[config.mk]
export PLATFORM = sky130hd
export DESIGN_NAME = tick_timer
export DESIGN_NICKNAME = d
export VERILOG_FILES = /design/src/rtl/tick_timer_pkg.sv /design/src/rtl/tick_regs.sv /design/src/rtl/tick_counter.sv /design/src/rtl/tick_flag.sv /design/src/rtl/tick_timer.sv
export SDC_FILE = /design/constraint.sdc
export NUM_CORES = 1
export LEC_CHECK = 0
export BUFFER_PORTS_ARGS = -buffer_cell sky130_fd_sc_hd__buf_2
export CORE_ASPECT_RATIO = 2
export CORE_MARGIN = 4
export CORE_UTILIZATION = 55
export CTS_CLUSTER_DIAMETER = 30
export CTS_CLUSTER_SIZE = 8
export DETAILED_ROUTE_END_ITERATION = 10
export GPL_TIMING_DRIVEN = 0
export PLACE_DENSITY = 0.9
export SYNTH_ARGS = -nofsm -noshare
export SYNTH_HDL_FRONTEND = slang
export SYNTH_SLANG_ARGS = --single-unit
export TNS_END_PERCENT = 20
[constraint.sdc]
create_clock -name clk -period 3.6 [get_ports clk]
set_input_delay 0 -clock clk [delete_from_list [all_inputs] [get_ports clk]]
set_output_delay 0 -clock clk [all_outputs]
set_load 0.03 [all_outputs]
[src/rtl/tick_timer_pkg.sv]
package tick_timer_pkg;
  localparam int unsigned OFS_CTRL   = 'h0;
  localparam int unsigned OFS_RELOAD = 'h4;
  localparam int unsigned OFS_CUR    = 'h8;

  localparam int unsigned BIT_EN     = 0;
  localparam int unsigned BIT_IRQ_EN = 1;
  localparam int unsigned BIT_FLAG   = 16;

  typedef enum logic [1:0] {
    SEL_CTRL   = 2'd0,
    SEL_RELOAD = 2'd1,
    SEL_CUR    = 2'd2,
    SEL_NONE   = 2'd3
  } reg_sel_e;

  function automatic reg_sel_e decode(input int unsigned ofs);
    case (ofs)
      OFS_CTRL:   decode = SEL_CTRL;
      OFS_RELOAD: decode = SEL_RELOAD;
      OFS_CUR:    decode = SEL_CUR;
      default:    decode = SEL_NONE;
    endcase
  endfunction
endpackage

[src/rtl/tick_regs.sv]
module tick_regs
  import tick_timer_pkg::*;
#(
  parameter int unsigned CNT_W  = 24,
  parameter int unsigned DATA_W = 32,
  parameter int unsigned ADDR_W = 4
) (
  input  logic              clk,
  input  logic              rst_n,
  input  logic              reg_wr,
  input  logic              reg_rd,
  input  logic [ADDR_W-1:0] reg_addr,
  input  logic [DATA_W-1:0] reg_wdata,
  input  logic [CNT_W-1:0]  cur_val,
  input  logic              flag,
  output logic              ctrl_en,
  output logic              ctrl_irq_en,
  output logic [CNT_W-1:0]  reload_val,
  output logic              cur_wr,
  output logic              ctrl_rd,
  output logic [DATA_W-1:0] reg_rdata
);
  reg_sel_e sel;

  always_comb sel = decode(int'(unsigned'(reg_addr)));

  assign cur_wr  = reg_wr && (sel == SEL_CUR);
  assign ctrl_rd = reg_rd && (sel == SEL_CTRL);

  always_ff @(posedge clk or negedge rst_n) begin
    if (!rst_n) begin
      ctrl_en     <= 1'b0;
      ctrl_irq_en <= 1'b0;
      reload_val  <= '0;
    end else if (reg_wr) begin
      if (sel == SEL_CTRL) begin
        ctrl_en     <= reg_wdata[BIT_EN];
        ctrl_irq_en <= reg_wdata[BIT_IRQ_EN];
      end
      if (sel == SEL_RELOAD) reload_val <= reg_wdata[CNT_W-1:0];
    end
  end

  always_comb begin
    reg_rdata = '0;
    case (sel)
      SEL_CTRL: begin
        reg_rdata[BIT_EN]     = ctrl_en;
        reg_rdata[BIT_IRQ_EN] = ctrl_irq_en;
        reg_rdata[BIT_FLAG]   = flag;
      end
      SEL_RELOAD: reg_rdata[CNT_W-1:0] = reload_val;
      SEL_CUR:    reg_rdata[CNT_W-1:0] = cur_val;
      default:    reg_rdata = '0;
    endcase
  end
endmodule

[src/rtl/tick_counter.sv]
module tick_counter #(
  parameter int unsigned CNT_W = 24
) (
  input  logic             clk,
  input  logic             rst_n,
  input  logic             en,
  input  logic             cur_wr,
  input  logic [CNT_W-1:0] reload_val,
  output logic [CNT_W-1:0] cur_val,
  output logic             zero_evt
);
  localparam logic [CNT_W-1:0] ONE = CNT_W'(1);

  logic at_zero;

  assign at_zero  = (cur_val == '0);
  // Taken when the next edge moves the count from one to zero.
  assign zero_evt = en && !cur_wr && (cur_val == ONE);

  always_ff @(posedge clk or negedge rst_n) begin
    if (!rst_n)       cur_val <= '0;
    else if (cur_wr)  cur_val <= '0;
    else if (en) begin
      if (at_zero) cur_val <= reload_val;
      else         cur_val <= cur_val - ONE;
    end
  end
endmodule

[src/rtl/tick_flag.sv]
module tick_flag (
  input  logic clk,
  input  logic rst_n,
  input  logic zero_evt,
  input  logic ctrl_rd,
  input  logic cur_wr,
  input  logic irq_en,
  output logic flag,
  output logic irq
);
  always_ff @(posedge clk or negedge rst_n) begin
    if (!rst_n) begin
      flag <= 1'b0;
      irq  <= 1'b0;
    end else begin
      if (zero_evt)               flag <= 1'b1;
      else if (ctrl_rd || cur_wr) flag <= 1'b0;
      irq <= zero_evt && irq_en;
    end
  end
endmodule

[src/rtl/tick_timer.sv]
module tick_timer #(
  parameter int unsigned CNT_W  = 24,
  parameter int unsigned DATA_W = 32,
  parameter int unsigned ADDR_W = 4
) (
  input  logic              clk,
  input  logic              rst_n,
  input  logic              reg_wr,
  input  logic              reg_rd,
  input  logic [ADDR_W-1:0] reg_addr,
  input  logic [DATA_W-1:0] reg_wdata,
  output logic [DATA_W-1:0] reg_rdata,
  output logic              irq
);
  logic             ctrl_en;
  logic             ctrl_irq_en;
  logic [CNT_W-1:0] reload_val;
  logic [CNT_W-1:0] cur_val;
  logic             cur_wr;
  logic             ctrl_rd;
  logic             zero_evt;
  logic             flag;

  tick_regs #(.CNT_W(CNT_W), .DATA_W(DATA_W), .ADDR_W(ADDR_W)) u_regs (
    .clk(clk), .rst_n(rst_n), .reg_wr(reg_wr), .reg_rd(reg_rd),
    .reg_addr(reg_addr), .reg_wdata(reg_wdata), .cur_val(cur_val),
    .flag(flag), .ctrl_en(ctrl_en), .ctrl_irq_en(ctrl_irq_en),
    .reload_val(reload_val), .cur_wr(cur_wr), .ctrl_rd(ctrl_rd),
    .reg_rdata(reg_rdata)
  );

  tick_counter #(.CNT_W(CNT_W)) u_cnt (
    .clk(clk), .rst_n(rst_n), .en(ctrl_en), .cur_wr(cur_wr),
    .reload_val(reload_val), .cur_val(cur_val), .zero_evt(zero_evt)
  );

  tick_flag u_flag (
    .clk(clk), .rst_n(rst_n), .zero_evt(zero_evt), .ctrl_rd(ctrl_rd),
    .cur_wr(cur_wr), .irq_en(ctrl_irq_en), .flag(flag), .irq(irq)
  );
endmodule

==> results of run 1 <==
==> area by class of cell <==
| cell class | count | share of cell area (%) |
|---|---|---|
| clock buffer | 6 | 3.09 |
| buffer | 35 | 4.62 |
| timing repair buffer | 81 | 12.7 |
| multi-input combinational | 266 | 45.1 |
| inverter | 6 | 0.540 |
| tap | 63 | 1.89 |
| sequential | 52 | 31.2 |
| clock inverter | 2 | 0.840 |
==> cells by family after synthesis <==
kind of cell | after synthesis | share of synthesized area, %
flip-flops | 52 | 38.6
AND/OR/NAND/NOR | 128 | 21.6
other | 1 | 0.111
XOR/XNOR | 1 | 0.260
adder cells (fa/ha/maj) | 6 | 2.23
AO/OA/AOI/OAI | 88 | 18.9
multiplexers | 35 | 11.9
buffers and inverters | 41 | 6.38
==> power breakdown <==
part / switching [W] / total [W] / internal, W
clock network: 0.000209 / 0.000537 / 0.000327
logic: 0.000651 / 0.00113 / 0.000483
registers: 0.000239 / 0.000995 / 0.000756
total: 0.00110 / 0.00266 / 0.00157
==> cells in the mapped netlist, types with 4 or more instances <==
cell,count
nor2_1,48
o21ai_0,19
dfrtp_1,52
a21oi_1,7
mux2_2,27
nor3_1,11
buf_6,4
a22oi_1,21
inv_1,6
nand2_1,14
and2_1,4
or3_1,5
clkbuf_1,21
ha_1,6
o211ai_1,6
a32o_1,8
nand3_1,17
buf_4,8
nand4_1,4
==> worst min-delay path: cells and delay by family <==
family          cells  cell delay (ps)
buf+inv             1               90
simple gates        1               40
compound gates      1              140
==> layer usage <==
| layer | vias to the layer above | wire length [um] | global-route usage [%] | part of all wire, % |
|---|---|---|---|---|
| li1 | 1494 | - | - | - |
| met1 | 1543 | 3580 | 30.6 | 34 |
| met2 | 157 | 5820 | 52.5 | 56 |
| met3 | 36 | 542 | 4.56 | 5.2 |
| met4 | 0 | 480 | 16.9 | 4.6 |
| met5 | - | 0 | 0 | 0 |
==> path summary, 6_finish.rpt <==
kind / startpoint / to / slack, ps / depth (start not counted)
max in group asynchronous: rst_n / u_cnt.cur_val[5] / 2390 / 2
min in group asynchronous: rst_n / u_regs.reload_val[20] / 480 / 2
hold / removal: reg_rd / u_flag.flag / 20 / 3
hold reg to reg: u_flag.flag / u_flag.flag / 520 / 1
setup / recovery: u_cnt.cur_val[0] / u_cnt.cur_val[8] / 1170 / 8
setup reg to reg: u_cnt.cur_val[0] / u_cnt.cur_val[8] / 1170 / 8
==> sequential cells by signal, indices dropped and copies added, names as in the netlist <==
signal	flops
u_flag.irq	1
u_regs.reload_val	24
u_flag.flag	1
u_regs.ctrl_en	1
u_cnt.cur_val	24
u_regs.ctrl_irq_en	1
==> per-stage QoR <==
step                instances  util (%)
finish                    511      69.4
global route              511      69.4
detailed placement        478      62.5
global placement          478      62.5
CTS                       511      69.4
floorplan                 359         -
==> out/results.ini, run 1 <==
[synth]
seq_area_frac_synth_pct=38.6
synth_warnings=0
synth_cell_type_count=59
syn-mean-instance-area_sq_um=9.58
synth_top_cell_area_share_pct=38.6
synth_cells=352
netlist_area_sq_um=3370
ys.flop_type=dfrtp_1
synthTopCellsByArea=dfrtp_1 39%, mux2_2 9.0%, nor2_1 5.3%, a22oi_1 4.7%, o21ai_0 2.8%
synth_edf_count=0
ys_ff_latch=52
async_flop_share_pct=100
yosys.area.top_type=dfrtp_1

[floorplanning]
die_x_um=63.4
rows=40
core_sq_um=6010
start_util_pct=56.1
io_pins=73
die_area_sq_um=7520
dieHeight_um=119

[drt]
via_per_inst=6.32
drtIter0Drc=193
drc=0
routedWlPerCell_um=20.4
dr.pass1.iters=5
ant_nets=0
wl_um=10400
vias=3230

[placed_design]
routabilityCongestion=0.928
hpwl_um=7810
dpl_cell_area_sq_um=3760
place_ws_ps=1100
numPortBuffers=56

[finish]
area_growth_pct=23.7
drive_above_1_share_pct=27.0
seq_area_sq_um=1300
multi_input_area_sq_um=1880
final_cell_mix=57 x buf_2, 52 x dfrtp_1, 48 x nor2_1
final_common_cell=buf_2
antenna_cells=0
nets=493
fillers=487
final_area_sq_um=4170

[pwr]
power.density_nw_per_um2=639
vdd_drop_max_uv=444
power_w=0.00266
leakagePower_nw=1.87

[grt]
grt_max_degree=53
grt.overflow.total=0
grt_antenna_before_repair=0
grt_first_pass_wirelength_um=17000
grt_pass1_vias=3389
grt_usage_pct=29.0

[clocking]
cts_tree=done
clkSinkCount=52
hold_buffers=25
clkLatencyLatePin_ps=290
ctsResizeCount=0
cts_root_buf=clkbuf_16
clock_tree.buffer_depth=2
post_cts_buffers=0
clk_pin_slew_ps=70
htreeDepth=2
cts_buffers=5

[setup_path]
crit_buf_inv=2
cp_max_fo=10
crit_arrival_ps=2610
path_class=flop to flop
crit_chain=inv_1 > ha_1 > nor4b_4 > nand4_1 > or2_1 > buf_6 > mux2_1 > a32o_1
crit_path_start_kind=flop
critPathMaxStageDelay_ps=450
cpLargestDelayFamily=simple AND/OR/NAND/NOR gates
cp.required_ps=3790
critical-path-slowest-cell=dfrtp_1
cp-end-kind=flop

[run]
drv_cap=0

[sta]
maxSlewHeadroom_pct=20.5
fin_hold_ws_ps=23.5
setup_viol=0
fin_ws_ps=1170
fmax_mhz=412
tns_ps=0
finClkSkew_ps=6.29
rsz0062_at_grt=false
tightestPinTransition_ps=1190
fin_crit_ps=2430
fin_crit_sh_pct=67.4
slew_viol_final=0
hold_viol_final=0

[worst_hold_path]
hp-class=primary input to flop

[run_status]
status=complete, no violations

(Power assumes the default switching activity.)
==> inputs of run 2 (changes only) <==
==> constraint.sdc (replaced) <==
create_clock -name clk -period 2.4 [get_ports clk]
set_input_delay 0 -clock clk [delete_from_list [all_inputs] [get_ports clk]]
set_output_delay 0 -clock clk [all_outputs]
set_load 0.03 [all_outputs]
==> out/results.ini, run 2 (same netlist as run 1, synthesis figures left out) <==
[run_status]
status=complete, no violations

[sta]
hold_viol_final=0  ; unchanged
rsz0062_at_grt=false
fin_crit_ps=2280  ; -147 ps
fmax_mhz=439  ; +6.5%
tightestPinTransition_ps=1210  ; +20.3 ps
maxSlewHeadroom_pct=19.2  ; -1.4 points
fin_ws_ps=122  ; -1050 ps
finClkSkew_ps=5.26  ; -1.04 ps
setup_viol=0  ; unchanged
slew_viol_final=0  ; unchanged
fin_crit_sh_pct=94.9  ; +28 points

[finish]
area_growth_pct=26.3
drive_above_1_share_pct=29.9  ; +2.9 points
reg_top3=u_cnt.cur_val (24), u_regs.reload_val (24)
fin_util_pct=70.9  ; +1.5 points
nets=500  ; +1.4%
antenna_cells=0  ; unchanged
final_cell_mix=57 x buf_2, 51 x dfrtp_1, 48 x nor2_1
final_common_cell=buf_2

[setup_path]
crit_arrival_ps=2460  ; -150 ps
cp.required_ps=2590  ; -1200 ps
cp_max_fo=10  ; unchanged
ff2ff_setup_slack_ps=120  ; -1050 ps
path_class=flop to flop
cp-end-kind=flop
crit_path_start_kind=flop

[floorplanning]
die_x_um=63.4  ; unchanged
dieHeight_um=119  ; unchanged
die_area_sq_um=7520  ; unchanged
start_util_pct=56.1  ; unchanged
core_sq_um=6010  ; unchanged
io_pins=73  ; unchanged
rows=40  ; unchanged

[drt]
drc=0  ; unchanged
via_per_inst=6.33  ; +0.21%
dr.pass1.iters=5  ; unchanged
drtIter0Drc=191  ; -1.0%
routedWlPerCell_um=20.4  ; about the same
ant_nets=0  ; unchanged
wl_um=10600  ; +1.5%
vias=3281  ; +1.6%

[pwr]
cellInternalPower_w=0.00242  ; +55%
power_frac_comb_pct=44.0  ; +1.5 points
vdd_drop_max_uv=669  ; +51%
seqPwrFrac_pct=36.4  ; -0.9 points
power.density_nw_per_um2=968  ; +51%
power_frac_clock_pct=19.6  ; -0.5 points
swShare_pct=41.2  ; -0.055 points
switching_power_w=0.00170  ; +54%
leakagePower_nw=1.91  ; +2.4%

[clocking]
htreeDepth=2  ; unchanged
cts_buffers=5  ; unchanged
cts_tree=done
clkLatencyLatePin_ps=290  ; about the same
clk_pin_slew_ps=70  ; about the same
clkSinkCount=52  ; unchanged
cts_root_buf=clkbuf_16
clock_tree.buffer_depth=2  ; unchanged

[placed_design]
place_ws_ps=-100  ; -1200 ps
numPortBuffers=56  ; unchanged
hpwl_um=7810  ; unchanged
routabilityCongestion=0.928  ; unchanged

[run]
drv_cap=0  ; unchanged

[grt]
grt_max_degree=53  ; unchanged
grt_antenna_before_repair=0  ; unchanged
grt_pass1_vias=3408  ; +0.56%
grt_first_pass_wirelength_um=17100  ; +0.36%
grt_usage_pct=29.1  ; +0.12 points
grt.overflow.total=0  ; unchanged

[worst_hold_path]
hp-class=primary input to flop

==> run 2: final cells by class <==
cell class	instances	area [sq um]
multi-input cells	266	1910
fillers	475	1750
flip-flops and latches	52	1300
repair buffers	88	583
plain buffers	35	196
clock buffers	6	129
well taps	63	78.8
clock inverters	2	35.0
inverters	6	22.5
==> run 2: metrics by stage <==
stage          setup TNS, ps  instances  total power [W]  hold WS [ps]  instance area, sq um
6_report                   0        518          0.00412          21.9                  4260
5_1_grt                    0        518          0.00435          33.1                  4260
4_1_cts                    0        513          0.00400          19.0                  4190
3_5_place_dp            -453        478          0.00314           238                  3760
3_3_place_gp            -136        478          0.00311           231                  3760
2_1_floorplan              0        359          0.00266          -296                  3400
==> run 2: worst max-delay path, cell delays in order, from the launching register on <==
cell     delay [ps]
dfrtp_2         430
inv_1           120
ha_4            170
nor4b_4         250
nand4_1         200
or2_4           310
buf_6           160
mux2_1          320
a32o_1          200
==> run 2: path summary, 6_finish.rpt <==
path | start | to | cells after the start
hold reg to reg | u_flag.flag | u_flag.flag | 1
max in group asynchronous | rst_n | u_cnt.cur_val[0] | 2
setup / recovery | u_cnt.cur_val[0] | u_cnt.cur_val[8] | 8
min in group asynchronous | rst_n | u_regs.reload_val[20] | 2
setup reg to reg | u_cnt.cur_val[0] | u_cnt.cur_val[8] | 8
hold / removal | reg_rd | u_flag.flag | 3
==> run 2: power by group through the flow <==
stage               Sequential (W)  Clock, W  Combinational, W
finish                     0.00150  0.000807           0.00181
global route               0.00153  0.000848           0.00197
detailed placement         0.00150         0           0.00165
floorplan                  0.00137         0           0.00129
CTS                        0.00148  0.000821           0.00170
global placement           0.00148         0           0.00163
==> run 2: repair_timing <==
action	4_1_cts	5_1_grt
setup endpoints to repair	5	17
hold buffers	25	0
hold endpoints to repair	78	0
pin swaps	0	1
gates resized for setup	0	13
setup buffers	2	5
==> run 2: routing by layer <==
| metal | vias to the layer above | global-route usage, % | wire length, um |
|---|---|---|---|
| met2 | 174 | 52.5 | 5890 |
| met1 | 1555 | 30.5 | 3590 |
| met5 | - | 0 | 0 |
| met4 | 0 | 17.6 | 516 |
| li1 | 1509 | - | - |
| met3 | 43 | 4.75 | 580 |
